`src/rtl/strap_boot_pkg.sv`:
```
package strap_boot_pkg;

   typedef enum logic [1:0] {
      LVL_LO  = 2'b00,
      LVL_MID = 2'b01,
      LVL_HI  = 2'b10,
      LVL_BAD = 2'b11
   } lvl_e;

   typedef enum logic [1:0] {
      BM_EE_I2C  = 2'd0,
      BM_EE_SPI  = 2'd1,
      BM_ROM_I2C = 2'd2
   } boot_mode_e;

   // EEPROM image model: word i
   function automatic logic [31:0] ee_word(input int i);
      return 32'h0000_00A5 ^ (32'(i) * 32'h1D);
   endfunction

   // ROM image model: page index sits in the top PW bits of a DW-bit word
   function automatic logic [31:0] rom_word(input int p, input int i,
                                            input int dw, input int pw);
      return (32'(p) << (dw - pw)) ^ (32'(i) * 32'h15) ^ 32'h0000_000F;
   endfunction

endpackage

```
`src/rtl/strap_decode.sv`:
```
module strap_decode
   import strap_boot_pkg::*;
(
   input  logic [1:0] mode_lvl,
   input  logic [1:0] stat0_lvl,
   input  logic [1:0] stat1_lvl,
   output logic [1:0] mode,
   output logic       err
);
   logic all_mid;

   always_comb begin
      all_mid = (stat0_lvl == LVL_MID) && (stat1_lvl == LVL_MID);
      mode    = BM_EE_I2C;
      err     = 1'b0;
      case (mode_lvl)
         LVL_HI:  mode = BM_ROM_I2C;
         LVL_MID: begin
            if (all_mid) mode = BM_EE_SPI;
            else         err  = 1'b1;
         end
         default: mode = BM_EE_I2C;
      endcase
   end
endmodule

```
`src/rtl/boot_loader.sv`:
```
module boot_loader
   import strap_boot_pkg::*;
#(
   parameter int DATA_W     = 8,
   parameter int LOAD_WORDS = 8,
   parameter int PAGE_W     = 2,
   parameter int ADDR_W     = $clog2(LOAD_WORDS)
) (
   input  logic              clk,
   input  logic              rst_n,
   input  logic              start,
   input  logic              rom_sel,
   input  logic [PAGE_W-1:0] page,
   output logic              wr_en,
   output logic [ADDR_W-1:0] wr_addr,
   output logic [DATA_W-1:0] wr_data,
   output logic              done
);
   localparam logic [ADDR_W-1:0] LAST = ADDR_W'(LOAD_WORDS - 1);

   logic [ADDR_W-1:0] idx_q;
   logic              done_q;

   always_ff @(posedge clk or negedge rst_n) begin
      if (!rst_n) begin
         idx_q  <= '0;
         done_q <= 1'b0;
      end else if (start && !done_q) begin
         idx_q <= idx_q + 1'b1;
         if (idx_q == LAST) done_q <= 1'b1;
      end
   end

   always_comb begin
      wr_en   = start && !done_q;
      wr_addr = idx_q;
      wr_data = rom_sel ? DATA_W'(rom_word(int'(page), int'(idx_q), DATA_W, PAGE_W))
                        : DATA_W'(ee_word(int'(idx_q)));
   end

   assign done = done_q;
endmodule

```
`src/rtl/boot_regfile.sv`:
```
module boot_regfile #(
   parameter int DATA_W     = 8,
   parameter int LOAD_WORDS = 8,
   parameter int ADDR_W     = $clog2(LOAD_WORDS)
) (
   input  logic              clk,
   input  logic              rst_n,
   input  logic              wr_en,
   input  logic [ADDR_W-1:0] wr_addr,
   input  logic [DATA_W-1:0] wr_data,
   input  logic [ADDR_W-1:0] rd_addr,
   output logic [DATA_W-1:0] rd_data,
   output logic              ctrl_msb
);
   logic [DATA_W-1:0] rows [LOAD_WORDS];

   for (genvar r = 0; r < LOAD_WORDS; r++) begin : g_row
      logic [DATA_W-1:0] row_q;
      always_ff @(posedge clk or negedge rst_n) begin
         if (!rst_n)                                row_q <= '0;
         else if (wr_en && wr_addr == ADDR_W'(r))   row_q <= wr_data;
      end
      assign rows[r] = row_q;
   end

   assign rd_data  = (32'(rd_addr) < LOAD_WORDS) ? rows[rd_addr] : '0;
   assign ctrl_msb = rows[0][DATA_W-1];
endmodule

```
`src/rtl/strap_boot_ctrl.sv`:
```
module strap_boot_ctrl
   import strap_boot_pkg::*;
#(
   parameter int DATA_W     = 8,
   parameter int LOAD_WORDS = 8,
   parameter int PAGE_W     = 2,
   parameter int ADDR_W     = $clog2(LOAD_WORDS)
) (
   input  logic              clk,
   input  logic              pwr_n,
   input  logic [1:0]        mode_lvl,
   input  logic [1:0]        stat0_lvl,
   input  logic [1:0]        stat1_lvl,
   input  logic [PAGE_W-1:0] gpio_strap,
   input  logic [ADDR_W-1:0] rd_addr,
   output logic [DATA_W-1:0] rd_data,
   output logic [1:0]        boot_mode,
   output logic              spi_sel,
   output logic [PAGE_W-1:0] rom_page,
   output logic              strap_err,
   output logic              load_done,
   output logic [1:0]        stat_oe,
   output logic              gpio_soft_en
);
   if (LOAD_WORDS < 2)            begin : g_bad_words  $error("LOAD_WORDS must be at least 2"); end
   if (DATA_W < 2 || DATA_W > 32) begin : g_bad_width  $error("DATA_W must lie in 2..32"); end
   if (PAGE_W < 1 || PAGE_W >= DATA_W) begin : g_bad_page $error("PAGE_W must lie in 1..DATA_W-1"); end
   if ((1 << ADDR_W) < LOAD_WORDS) begin : g_bad_addr  $error("ADDR_W too small for LOAD_WORDS"); end

   logic [1:0]        dec_mode;
   logic              dec_err;
   logic              armed_q;
   logic [1:0]        mode_q;
   logic [PAGE_W-1:0] page_q;
   logic              err_q;
   logic              wr_en;
   logic [ADDR_W-1:0] wr_addr;
   logic [DATA_W-1:0] wr_data;
   logic              done;
   logic              ctrl_msb;

   strap_decode u_dec (
      .mode_lvl  (mode_lvl),
      .stat0_lvl (stat0_lvl),
      .stat1_lvl (stat1_lvl),
      .mode      (dec_mode),
      .err       (dec_err)
   );

   // one-shot capture on the first edge after power-down release
   always_ff @(posedge clk or negedge pwr_n) begin
      if (!pwr_n) begin
         armed_q <= 1'b0;
         mode_q  <= BM_EE_I2C;
         page_q  <= '0;
         err_q   <= 1'b0;
      end else if (!armed_q) begin
         armed_q <= 1'b1;
         mode_q  <= dec_mode;
         page_q  <= (dec_mode == BM_ROM_I2C) ? gpio_strap : '0;
         err_q   <= dec_err;
      end
   end

   boot_loader #(
      .DATA_W     (DATA_W),
      .LOAD_WORDS (LOAD_WORDS),
      .PAGE_W     (PAGE_W),
      .ADDR_W     (ADDR_W)
   ) u_load (
      .clk     (clk),
      .rst_n   (pwr_n),
      .start   (armed_q),
      .rom_sel (mode_q == BM_ROM_I2C),
      .page    (page_q),
      .wr_en   (wr_en),
      .wr_addr (wr_addr),
      .wr_data (wr_data),
      .done    (done)
   );

   boot_regfile #(
      .DATA_W     (DATA_W),
      .LOAD_WORDS (LOAD_WORDS),
      .ADDR_W     (ADDR_W)
   ) u_rf (
      .clk      (clk),
      .rst_n    (pwr_n),
      .wr_en    (wr_en),
      .wr_addr  (wr_addr),
      .wr_data  (wr_data),
      .rd_addr  (rd_addr),
      .rd_data  (rd_data),
      .ctrl_msb (ctrl_msb)
   );

   always_comb begin
      boot_mode    = mode_q;
      spi_sel      = (mode_q == BM_EE_SPI);
      rom_page     = page_q;
      strap_err    = err_q;
      load_done    = done;
      stat_oe      = {2{done}};
      gpio_soft_en = done && ((mode_q != BM_ROM_I2C) || ctrl_msb);
   end
endmodule

```
`config.mk`:
```
export PLATFORM = sky130hd
export DESIGN_NAME = strap_boot_ctrl
export DESIGN_NICKNAME = d
export VERILOG_FILES = /design/src/rtl/strap_boot_pkg.sv /design/src/rtl/strap_decode.sv /design/src/rtl/boot_loader.sv /design/src/rtl/boot_regfile.sv /design/src/rtl/strap_boot_ctrl.sv
export SDC_FILE = /design/constraint.sdc
export NUM_CORES = 1
export LEC_CHECK = 0
export BUFFER_PORTS_ARGS = -buffer_cell sky130_fd_sc_hd__buf_4
export CAP_MARGIN = 10
export CORE_UTILIZATION = 60
export CTS_CLUSTER_SIZE = 20
export DETAILED_ROUTE_END_ITERATION = 16
export PLACE_DENSITY = 0.76
export SETUP_SLACK_MARGIN = 0.2
export SLEW_MARGIN = 20
export SYNTH_ARGS = -nofsm -noshare
export SYNTH_HDL_FRONTEND = slang
export SYNTH_HIERARCHICAL = 1
export SYNTH_SLANG_ARGS = --single-unit
```
`constraint.sdc`:
```
create_clock -name clk -period 2.8 [get_ports clk]
set_input_delay 0.56 -clock clk [delete_from_list [all_inputs] [get_ports clk]]
set_output_delay 0.56 -clock clk [all_outputs]
set_load 0.03 [all_outputs]
```
==> results.sh, run 1 <==
export IMPL_avgSynthCellArea_um2=15.0
export IMPL_vias_per_cell=5.96
export IMPL_setup_viol=0
export IMPL_hold_path_class="in -> async"
export IMPL_holdBufCountCts=0
export IMPL_critPathBufInv=1
export IMPL_fillers=446
export IMPL_rows=28
export IMPL_r2r_start="u_load/wr_addr[0]"
export IMPL_path_common_cell="fa_1"
export IMPL_powerDensity_mw_per_mm2=1110
export IMPL_synth_top_area_share_pct=47.7
export IMPL_route_vias_total=2224
export IMPL_synth_commonest_cells="dfrtp_1 (74), mux2_2 (73), mux4_1 (15)"
export IMPL_rsz0062_at_grt="no"
export IMPL_drv_cap=0
export IMPL_yosys_register_bits=74
export IMPL_hold_viol=0
export IMPL_cts_tree="yes"
export IMPL_cts_made_buffers=9
export IMPL_cts_sinks=74
export IMPL_clock_fmax_ghz=0.404
export IMPL_syn2layout_area_growth_pct=13.1
export IMPL_async_flop_share_pct=100
export IMPL_drv_slew=0
export IMPL_fin_skew_ns=0.00814
export IMPL_netlist_area_mm2=0.00388
export IMPL_dr_pass1_iters=4
export IMPL_wirelength_um=7140
export IMPL_syn_nets=288
export IMPL_ys_warnings_count=6
export IMPL_cts_buffer_depth=2
export IMPL_cp_startpoint="u_load/wr_addr[0]"
export IMPL_cts_root_buf="clkbuf_8"
export IMPL_io_pins=31
export IMPL_status="completed"
export IMPL_wl_met1_um=3220
export IMPL_ant_nets=0
export IMPL_die_h_um=82.5
export IMPL_synthCells=259
export IMPL_yosysTopAreaCell="dfrtp_1"
export IMPL_clk_latency_ns=0.35
export IMPL_gp_congestion=0.798
export IMPL_cp_top_family="adder cells"
export IMPL_yosys_top_cells_area="dfrtp_1 (48%), mux2_2 (21%), mux4_1 (10%)"
export IMPL_critPathLaunchType="flip-flop"
export IMPL_r2r_cells=7
export IMPL_grt_pass1_wl_um=11600
export IMPL_initial_core_util_pct=63.7
export IMPL_rrSetupSlack_ns=0.33
export IMPL_htreeDepth=3
export IMPL_relSlewSlack_pct=39.0
export IMPL_dr_wl_met3_um=360
export IMPL_die_area_mm2=0.00680
export IMPL_antenna_found_initial=0
export IMPL_worstSetupEndpointType="flip-flop"
export IMPL_synth_cell_types=39
export IMPL_tightest_slew_ns=0.915
export IMPL_drtIter0Drc=69
export IMPL_drc=0
export IMPL_avgRoutedWirePerCell_um=19.1
export IMPL_synth_edff_count=0
export IMPL_grt_pass1_vias=2252
export IMPL_synth_top_flop_cell="dfrtp_1"
export IMPL_nets=323
export IMPL_rr_endpoint="u_rf/g_row[4].row_q[7]"
export IMPL_p_leak_uw=0.00205
export IMPL_crit_end="u_rf/g_row[4].row_q[7]"
export IMPL_cp_required_ns=3.04
export IMPL_synth_most_common_cell="dfrtp_1"
export IMPL_period_minus_slack_ns=2.47
export IMPL_path_max_fanout=8
export IMPL_vdd_drop_max_v=0.000616
export IMPL_coreArea_mm2=0.00610
export IMPL_synth_seq_area_share_pct=47.7
export IMPL_grt_max_degree=75
export IMPL_dpl_hpwl_um=4580
export IMPL_whs_ns=0.323
export IMPL_cp_arrival_ns=2.72
export IMPL_overflow=0
export IMPL_antenna_cells=0
export IMPL_max_stage_delay_ns=0.57
export IMPL_crit_cells=7
export IMPL_clkTransAtPathRegs_ns=0.08
export IMPL_crit_chain="fa_1 > inv_1 > fa_1 > nor2b_1 > o21ai_1 > a22o_2 > mux2_2"
export IMPL_fin_tns_setup_ns=0
export IMPL_slowest_stage="fa_1"
export IMPL_routed_top_layer="met4"
export IMPL_period_share_pct=88.4
export IMPL_worstSetupPathType="reg -> reg"
export IMPL_grtUsageTotal_pct=24.6
export IMPL_dr_wl_met2_um=3440
export IMPL_drive_gt1_share_pct=47.7
export IMPL_io_buffers=30
export IMPL_die_x_um=82.5
## how the worst min path moves through the flow
| stage | startpoint | endpoint | slack, ns | cells after the start |
|---|---|---|---|---|
| 6_report | pwr_n | u_rf/g_row[7].row_q[6] | 0.32 | 1 |
| 2_1_floorplan | pwr_n | armed_q | 0.26 | 0 |
| 4_1_cts | pwr_n | u_load/wr_addr[2] | 0.37 | 1 |
| 3_3_place_gp | u_rf/g_row[7].row_q[2] | u_rf/g_row[7].row_q[2] | 0.48 | 1 |
| 3_5_place_dp | u_rf/g_row[1].row_q[4] | u_rf/g_row[1].row_q[4] | 0.49 | 1 |
| 5_1_grt | pwr_n | u_rf/g_row[7].row_q[6] | 0.41 | 1 |
## cell families (layout without fill, tap and decap cells)
| family | count (synthesis) | count (layout) | share of synthesized area (%) |
|---|---|---|---|
| and+or+nand+nor | 27 | 27 | 5.28 |
| muxes | 94 | 94 | 33.6 |
| adders and majority gates | 16 | 16 | 5.73 |
| DFF | 74 | 74 | 47.7 |
| buffers and inverters | 30 | 69 | 4.35 |
| other | 1 | 1 | 0.0965 |
| AOI/OAI and AO/OA | 11 | 11 | 1.96 |
| xor gates and xnor gates | 6 | 6 | 1.35 |
## metal layers
layer  GRT usage [%]  up-vias
met5               0        -
met4            8.42        0
met3            8.57       11
met2            38.5       46
met1            31.8     1149
li1                -     1018
## flip-flops by register name, indices dropped and copies added, names as in the netlist
signal	cells
rom_page	2
u_load/done	1
boot_mode	2
u_load/wr_addr	3
strap_err	1
armed_q	1
u_rf/g_row.row_q	64
## worst register-to-register path: cells and delay by family, from the launching register on
kind / cells / cell delay, ns
simple gates: 1 / 0.16
mux: 1 / 0.29
buf+inv: 1 / 0.07
flops: 1 / 0.42
fa+ha+maj: 2 / 1.02
compound gates: 2 / 0.42
## cell usage in the layout (no fill, tap or decap), types with 4 or more instances in the layout
cell	count
dfrtp_1	73
nand2_1	6
mux4_1	15
mux2_2	73
inv_1	13
xor2_1	4
ha_1	13
buf_4	41
clkbuf_8	9
nor2b_1	4
## cell type report
cell class                      instances  area [µm²]  share of cell area (%)
Clock buffer                            9         124                    2.82
Multi-Input combinational cell        155        1880                    42.9
Sequential cell                        74        1850                    42.2
Clock inverter                          6        82.6                    1.88
Timing Repair Buffer                   41         308                    7.00
Tap cell                               75        93.8                    2.14
Inverter                               13        48.8                    1.11
## power breakdown
| part | internal, µW | total [µW] | switching (µW) | leakage, µW |
|---|---|---|---|---|
| combinational | 1110 | 2230 | 1110 | 0.00103 |
| sequential | 1550 | 1790 | 240 | 0.000914 |
| clock | 491 | 875 | 384 | 0.000105 |
## per-stage QoR
stage               instances  total power, µW  util [%]  worst slack [ns]  instance area, µm²
global route              373             5260      72.1             0.224                4390
CTS                       372             4910      71.9             0.248                4380
floorplan                 259             3380         -             0.471                3880
detailed placement        357             4010      68.5             0.252                4180
finish                    373             4890      72.1             0.326                4390
global placement          357             3950      68.5             0.283                4180
## timing repair
item                       4_1_cts  5_1_grt
resized for setup                0        4
setup endpoints to repair        0       16
buffers inserted                 0        1
(Power assumes the default switching activity.)
==> inputs of run 2 (changes only) <==
--- a/config.mk
+++ b/config.mk
@@ -11,6 +11,8 @@
 export CTS_CLUSTER_SIZE = 20
 export DETAILED_ROUTE_END_ITERATION = 16
 export PLACE_DENSITY = 0.76
+export RECOVER_POWER = 100
+export REMOVE_ABC_BUFFERS = 1
 export SETUP_SLACK_MARGIN = 0.2
 export SLEW_MARGIN = 20
 export SYNTH_ARGS = -nofsm -noshare
==> run 2 against run 1 <==
Effect of this change:
- the run now ends with capacitance limit, slew limit left
- sequential share of layout area grew 0.77 points
- setup slack worse by 0.16 ns
- count of clock-buffer cells in the layout increased by 4
- register-to-register slack worse by 0.06 ns
- combinational power decreased by 6%
- wire length increased by 2.9%
- power fell by 1.8%
- hold slack better by 0.18 ns
- via count down 2.1%
==> results.sh, run 2 (synthesis results as in run 1) <==
export IMPL_multi_input_area_mm2=0.00186
export IMPL_avgRoutedWirePerCell_um=19.6
export IMPL_die_area_mm2=0.00680
export IMPL_p_sw_uw=1700
export IMPL_hold_path_class="reg -> reg"
export IMPL_fillers=443
export IMPL_hold_path_depth=1
export IMPL_tightest_slew_ns=1.79
export IMPL_cts_buffer_depth=2
export IMPL_seq_power_share_pct=37.3
export IMPL_drv_slew=75
export IMPL_cts_sinks=74
export IMPL_powerDensity_mw_per_mm2=1110
export IMPL_overflow=0
export IMPL_layout_commonest_cell="dfrtp_1"
export IMPL_gp_congestion=0.799
export IMPL_die_x_um=82.5
export IMPL_ant_nets=0
export IMPL_clkTransAtPathRegs_ns=0.07
export IMPL_antenna_cells=0
export IMPL_status="complete, but fails checks"
export IMPL_p_sw_share_pct=35.4
export IMPL_dr_pass1_iters=4
export IMPL_drtIter0Drc=124
export IMPL_cts_made_buffers=9
export IMPL_critPathLaunchType="input pin"
export IMPL_grt_pass1_vias=2259
export IMPL_grt_pass1_wl_um=11700
export IMPL_violations="capacitance limit, slew limit"
export IMPL_syn2layout_area_growth_pct=11.0
export IMPL_whs_ns=0.501
export IMPL_largest_reg_flops=64
export IMPL_antenna_found_initial=0
export IMPL_nets=325
export IMPL_cp_required_ns=2.24
export IMPL_drive_gt1_share_pct=39.3
export IMPL_path_max_fanout=16
export IMPL_p_clk_share_pct=18.9
export IMPL_worstSetupEndpointType="output pin"
export IMPL_placed_cells=360
export IMPL_layout_common_cells="dfrtp_1 (74), mux2_2 (73), clkbuf_1 (20), buf_4 (18), mux4_1 (15)"
export IMPL_drc=0
export IMPL_r2r_cells=7
export IMPL_htreeDepth=3
export IMPL_cts_tree="yes"
export IMPL_rsz0062_at_grt="no"
export IMPL_power_internal_uw=3100
export IMPL_wirelength_um=7350
export IMPL_io_buffers=30
export IMPL_p_leak_uw=0.00199
export IMPL_cts_root_buf="clkbuf_8"
export IMPL_route_vias_total=2178
export IMPL_combPwrFrac_pct=43.8
export IMPL_grt_max_degree=75
export IMPL_cp_arrival_ns=2.08
export IMPL_vias_per_cell=5.81
export IMPL_setup_viol=0
export IMPL_clk_latency_ns=0.34
export IMPL_period_share_pct=94.2
export IMPL_seq_area_mm2=0.00185
export IMPL_total_power_uw=4800
export IMPL_vdd_drop_max_v=0.000655
export IMPL_hold_viol=0
export IMPL_dpl_hpwl_um=4930
export IMPL_clock_fmax_ghz=0.379
export IMPL_relSlewSlack_pct=-19.6
export IMPL_cts_setup_buffers=0
export IMPL_period_minus_slack_ns=2.64
export IMPL_drv_cap=1
export IMPL_rows=28
export IMPL_regMostFlops="u_rf/g_row.row_q"
export IMPL_worstSetupPathType="in -> out"
export IMPL_die_h_um=82.5
export IMPL_layout_cells_non_filler=375
export IMPL_grtUsageTotal_pct=24.9
export IMPL_io_pins=31
export IMPL_fin_skew_ns=0.00751
export IMPL_initial_core_util_pct=63.7
export IMPL_coreArea_mm2=0.00610
## run 2: power by group through the flow
stage | registers (µW) | logic [µW] | clock network, µW
after CTS | 1790 | 2170 | 925
after global routing | 1850 | 2330 | 964
final | 1790 | 2100 | 907
after floorplan | 1830 | 1490 | 0
after detailed placement | 1820 | 2150 | 0
after global placement | 1790 | 2110 | 0
## run 2: routing by layer
| layer | part of all wire, % | wire, µm | track usage [%] | vias up |
|---|---|---|---|---|
| met5 | 0 | 0 | 0 | - |
| met4 | 1.7 | 125 | 11.2 | 0 |
| met3 | 2.7 | 197 | 4.51 | 13 |
| met2 | 49 | 3620 | 41.0 | 34 |
| met1 | 46 | 3400 | 32.2 | 1109 |
| li1 | - | - | - | 1022 |
## run 2: timing repair
| action | CTS | global route |
|---|---|---|
| endpoints found under the setup margin | 0 | 16 |
| resized for setup | 0 | 3 |
| hold buffers | 0 | 0 |
## run 2: final timing paths
check | startpoint | to | slack [ns]
setup / recovery | rd_addr[0] | rd_data[3] | 0.16
hold / removal | u_rf/g_row[1].row_q[5] | u_rf/g_row[1].row_q[5] | 0.50
setup reg to reg | u_load/wr_addr[0] | u_rf/g_row[4].row_q[7] | 0.27
hold reg to reg | u_rf/g_row[1].row_q[5] | u_rf/g_row[1].row_q[5] | 0.50
max in group asynchronous | pwr_n | u_load/wr_addr[1] | 1.04
min in group asynchronous | pwr_n | u_rf/g_row[7].row_q[7] | 0.70
## run 2: final cells by class
cell class | instances | area share [%]
clock buffer | 13 | 3.68
clock inverter | 2 | 1.39
inverter | 13 | 1.13
multi-input combinational | 155 | 43.2
sequential | 74 | 42.9
tap | 75 | 2.18
timing repair buffer | 43 | 5.51
## run 2: through the flow
step	setup WS (ns)	area, µm²	util [%]	setup TNS (ns)
CTS	0.216	4420	72.5	0
floorplan	-0.00928	3760	-	-0.148
global route	0.102	4310	70.8	0
detailed placement	0.228	4200	68.9	0
finish	0.162	4310	70.8	0
global placement	0.297	4200	68.9	0
## run 2: critical path, stage by stage
cell	delay, ns
clkbuf_2	0.43
mux4_1	0.62
mux2_2	0.28
buf_4	0.17
==> inputs of run 3 (changes only) <==
==> constraint.sdc (replaced) <==
create_clock -name clk -period 2.8 [get_ports clk]
set_input_delay 0.42 -clock clk [delete_from_list [all_inputs] [get_ports clk]]
set_output_delay 0.42 -clock clk [all_outputs]
set_load 0.03 [all_outputs]
==> run 3 against run 2 <==
Effect of this change:
- the flow still finishes with violations (capacitance limit, slew limit)
- via count rose by 1.7%
- largest power group unchanged
- count of clock-buffer cells in the layout fell by 2
- combinational power fell by 2%
- die area did not move
- highest routed layer unchanged
==> results.sh, run 3 (synthesis results as in run 1) <==
export IMPL_ant_nets=0
export IMPL_drv_cap=1
export IMPL_fin_skew_ns=0.00729
export IMPL_cp_arrival_ns=2.86
export IMPL_rows=28
export IMPL_antenna_found_initial=0
export IMPL_rrSetupSlack_ns=0.22
export IMPL_cts_made_buffers=9
export IMPL_overflow=0
export IMPL_rsz0062_at_grt="no"
export IMPL_hold_end="rom_page[1]"
export IMPL_finalInstanceArea_mm2=0.00432
export IMPL_cts_buffer_depth=2
export IMPL_r2r_start="u_load/wr_addr[0]"
export IMPL_drtIter0Drc=91
export IMPL_wirelength_um=7390
export IMPL_hold_start="gpio_strap[1]"
export IMPL_htreeDepth=3
export IMPL_nets=325
export IMPL_relSlewSlack_pct=-19.4
export IMPL_dpl_hpwl_um=4900
export IMPL_antenna_cells=0
export IMPL_vdd_drop_max_v=0.000717
export IMPL_clkTransAtPathRegs_ns=0.08
export IMPL_dr_pass1_iters=4
export IMPL_layout_common_cells="dfrtp_1 (74), mux2_2 (73), clkbuf_1 (24), buf_4 (16), mux4_1 (15)"
export IMPL_grt_pass1_vias=2243
export IMPL_drive_gt1_share_pct=37.9
export IMPL_cts_root_buf="clkbuf_8"
export IMPL_clk_latency_ns=0.35
export IMPL_io_buffers=30
export IMPL_layout_commonest_cell="dfrtp_1"
export IMPL_powerDensity_mw_per_mm2=1130
export IMPL_avgRoutedWirePerCell_um=19.7
export IMPL_cp_required_ns=3.08
export IMPL_total_power_uw=4880
export IMPL_period_minus_slack_ns=2.58
export IMPL_setup_viol=0
export IMPL_die_h_um=82.5
export IMPL_status="complete, but fails checks"
export IMPL_grt_pass1_wl_um=11700
export IMPL_vias_per_cell=5.89
export IMPL_place_area_mm2=0.00420
export IMPL_die_area_mm2=0.00680
export IMPL_tightest_slew_ns=1.79
export IMPL_path_max_fanout=11
export IMPL_route_vias_total=2214
export IMPL_r2r_cells=8
export IMPL_hold_path_class="in -> reg"
export IMPL_worstSetupEndpointType="flip-flop"
export IMPL_initial_core_util_pct=63.7
export IMPL_violations="capacitance limit, slew limit"
export IMPL_period_share_pct=92.0
export IMPL_io_pins=31
export IMPL_regMostFlops="u_rf/g_row.row_q"
export IMPL_drv_slew=75
export IMPL_largest_reg_flops=64
export IMPL_p_leak_uw=0.00198
export IMPL_cts_tree="yes"
export IMPL_clock_fmax_ghz=0.388
export IMPL_coreArea_mm2=0.00610
export IMPL_grtUsageTotal_pct=25.2
export IMPL_die_x_um=82.5
export IMPL_hold_path_depth=3
export IMPL_cts_setup_buffers=0
export IMPL_rr_endpoint="u_rf/g_row[5].row_q[5]"
export IMPL_hold_viol=0
export IMPL_syn2layout_area_growth_pct=11.2
export IMPL_drc=0
export IMPL_cts_sinks=74
export IMPL_gp_congestion=0.887
export IMPL_grt_max_degree=75
export IMPL_worstSetupPathType="reg -> reg"
export IMPL_critPathLaunchType="flip-flop"
export IMPL_whs_ns=0.354
-- run 3: changes by cell type in the layout (fill, tap and decap cells not counted), sizes merged --
cell,previous run,this run
clkinv,0,2
buf,18,17
bufinv,2,3
clkbuf,38,37
-- run 3: layout make-up --
cell class              instances  area (µm²)
inverters                      13        48.8
clock inverters                 5         100
repair buffers                 43         231
flip-flops and latches         74        1850
well taps                      75        93.8
multi-input cells             155        1840
clock buffers                  11         151
fillers                       447        1770
-- run 3: repair_timing --
action,in CTS,in global routing
hold buffers,0,0
resized for setup,1,3
setup endpoints to repair,8,8
hold endpoints to repair,0,0
pin swaps,0,1
-- run 3: how the worst max path moves through the flow --
stage / start / to / slack (ns) / depth (start not counted)
6_report: u_load/wr_addr[0] / u_rf/g_row[5].row_q[5] / 0.22 / 8
3_5_place_dp: u_load/wr_addr[0] / u_rf/g_row[7].row_q[5] / 0.22 / 8
5_1_grt: u_load/done / u_rf/g_row[1].row_q[1] / 0.14 / 5
2_1_floorplan: u_load/done / u_rf/g_row[4].row_q[0] / -0.009 / 3
3_3_place_gp: u_load/wr_addr[0] / u_rf/g_row[0].row_q[5] / 0.26 / 8
4_1_cts: u_load/wr_addr[0] / u_rf/g_row[5].row_q[7] / 0.25 / 9
-- run 3: per-layer routing --
layer | track usage (%) | routed length [µm] | up-vias
met3 | 6.26 | 240 | 11
met5 | 0 | 0 | -
met2 | 40.8 | 3660 | 36
met4 | 8.95 | 115 | 0
li1 | - | - | 1031
met1 | 33.1 | 3380 | 1136
-- run 3: worst max-delay path, stage by stage, from the launching register on --
cell	delay, ns
dfrtp_1	0.43
buf_6	0.16
ha_1	0.31
ha_1	0.18
inv_1	0.06
fa_2	0.36
xnor2_1	0.16
o21ai_0	0.57
mux2_2	0.28
-- run 3: through the flow --
step           setup WS, ns  instances  setup TNS (ns)  util [%]
2_1_floorplan      -0.00928        242          -0.148         -
4_1_cts               0.253        376               0      73.0
6_report              0.224        376               0      70.9
3_3_place_gp          0.256        360               0      68.9
3_5_place_dp          0.217        360               0      68.9
5_1_grt               0.139        376               0      70.9
-- run 3: where the power goes --
group / total [µW] / internal, µW / switching (µW)
Combinational: 2060 / 976 / 1090
Sequential: 1800 / 1550 / 252
Clock: 1020 / 637 / 385
Total: 4880 / 3160 / 1720
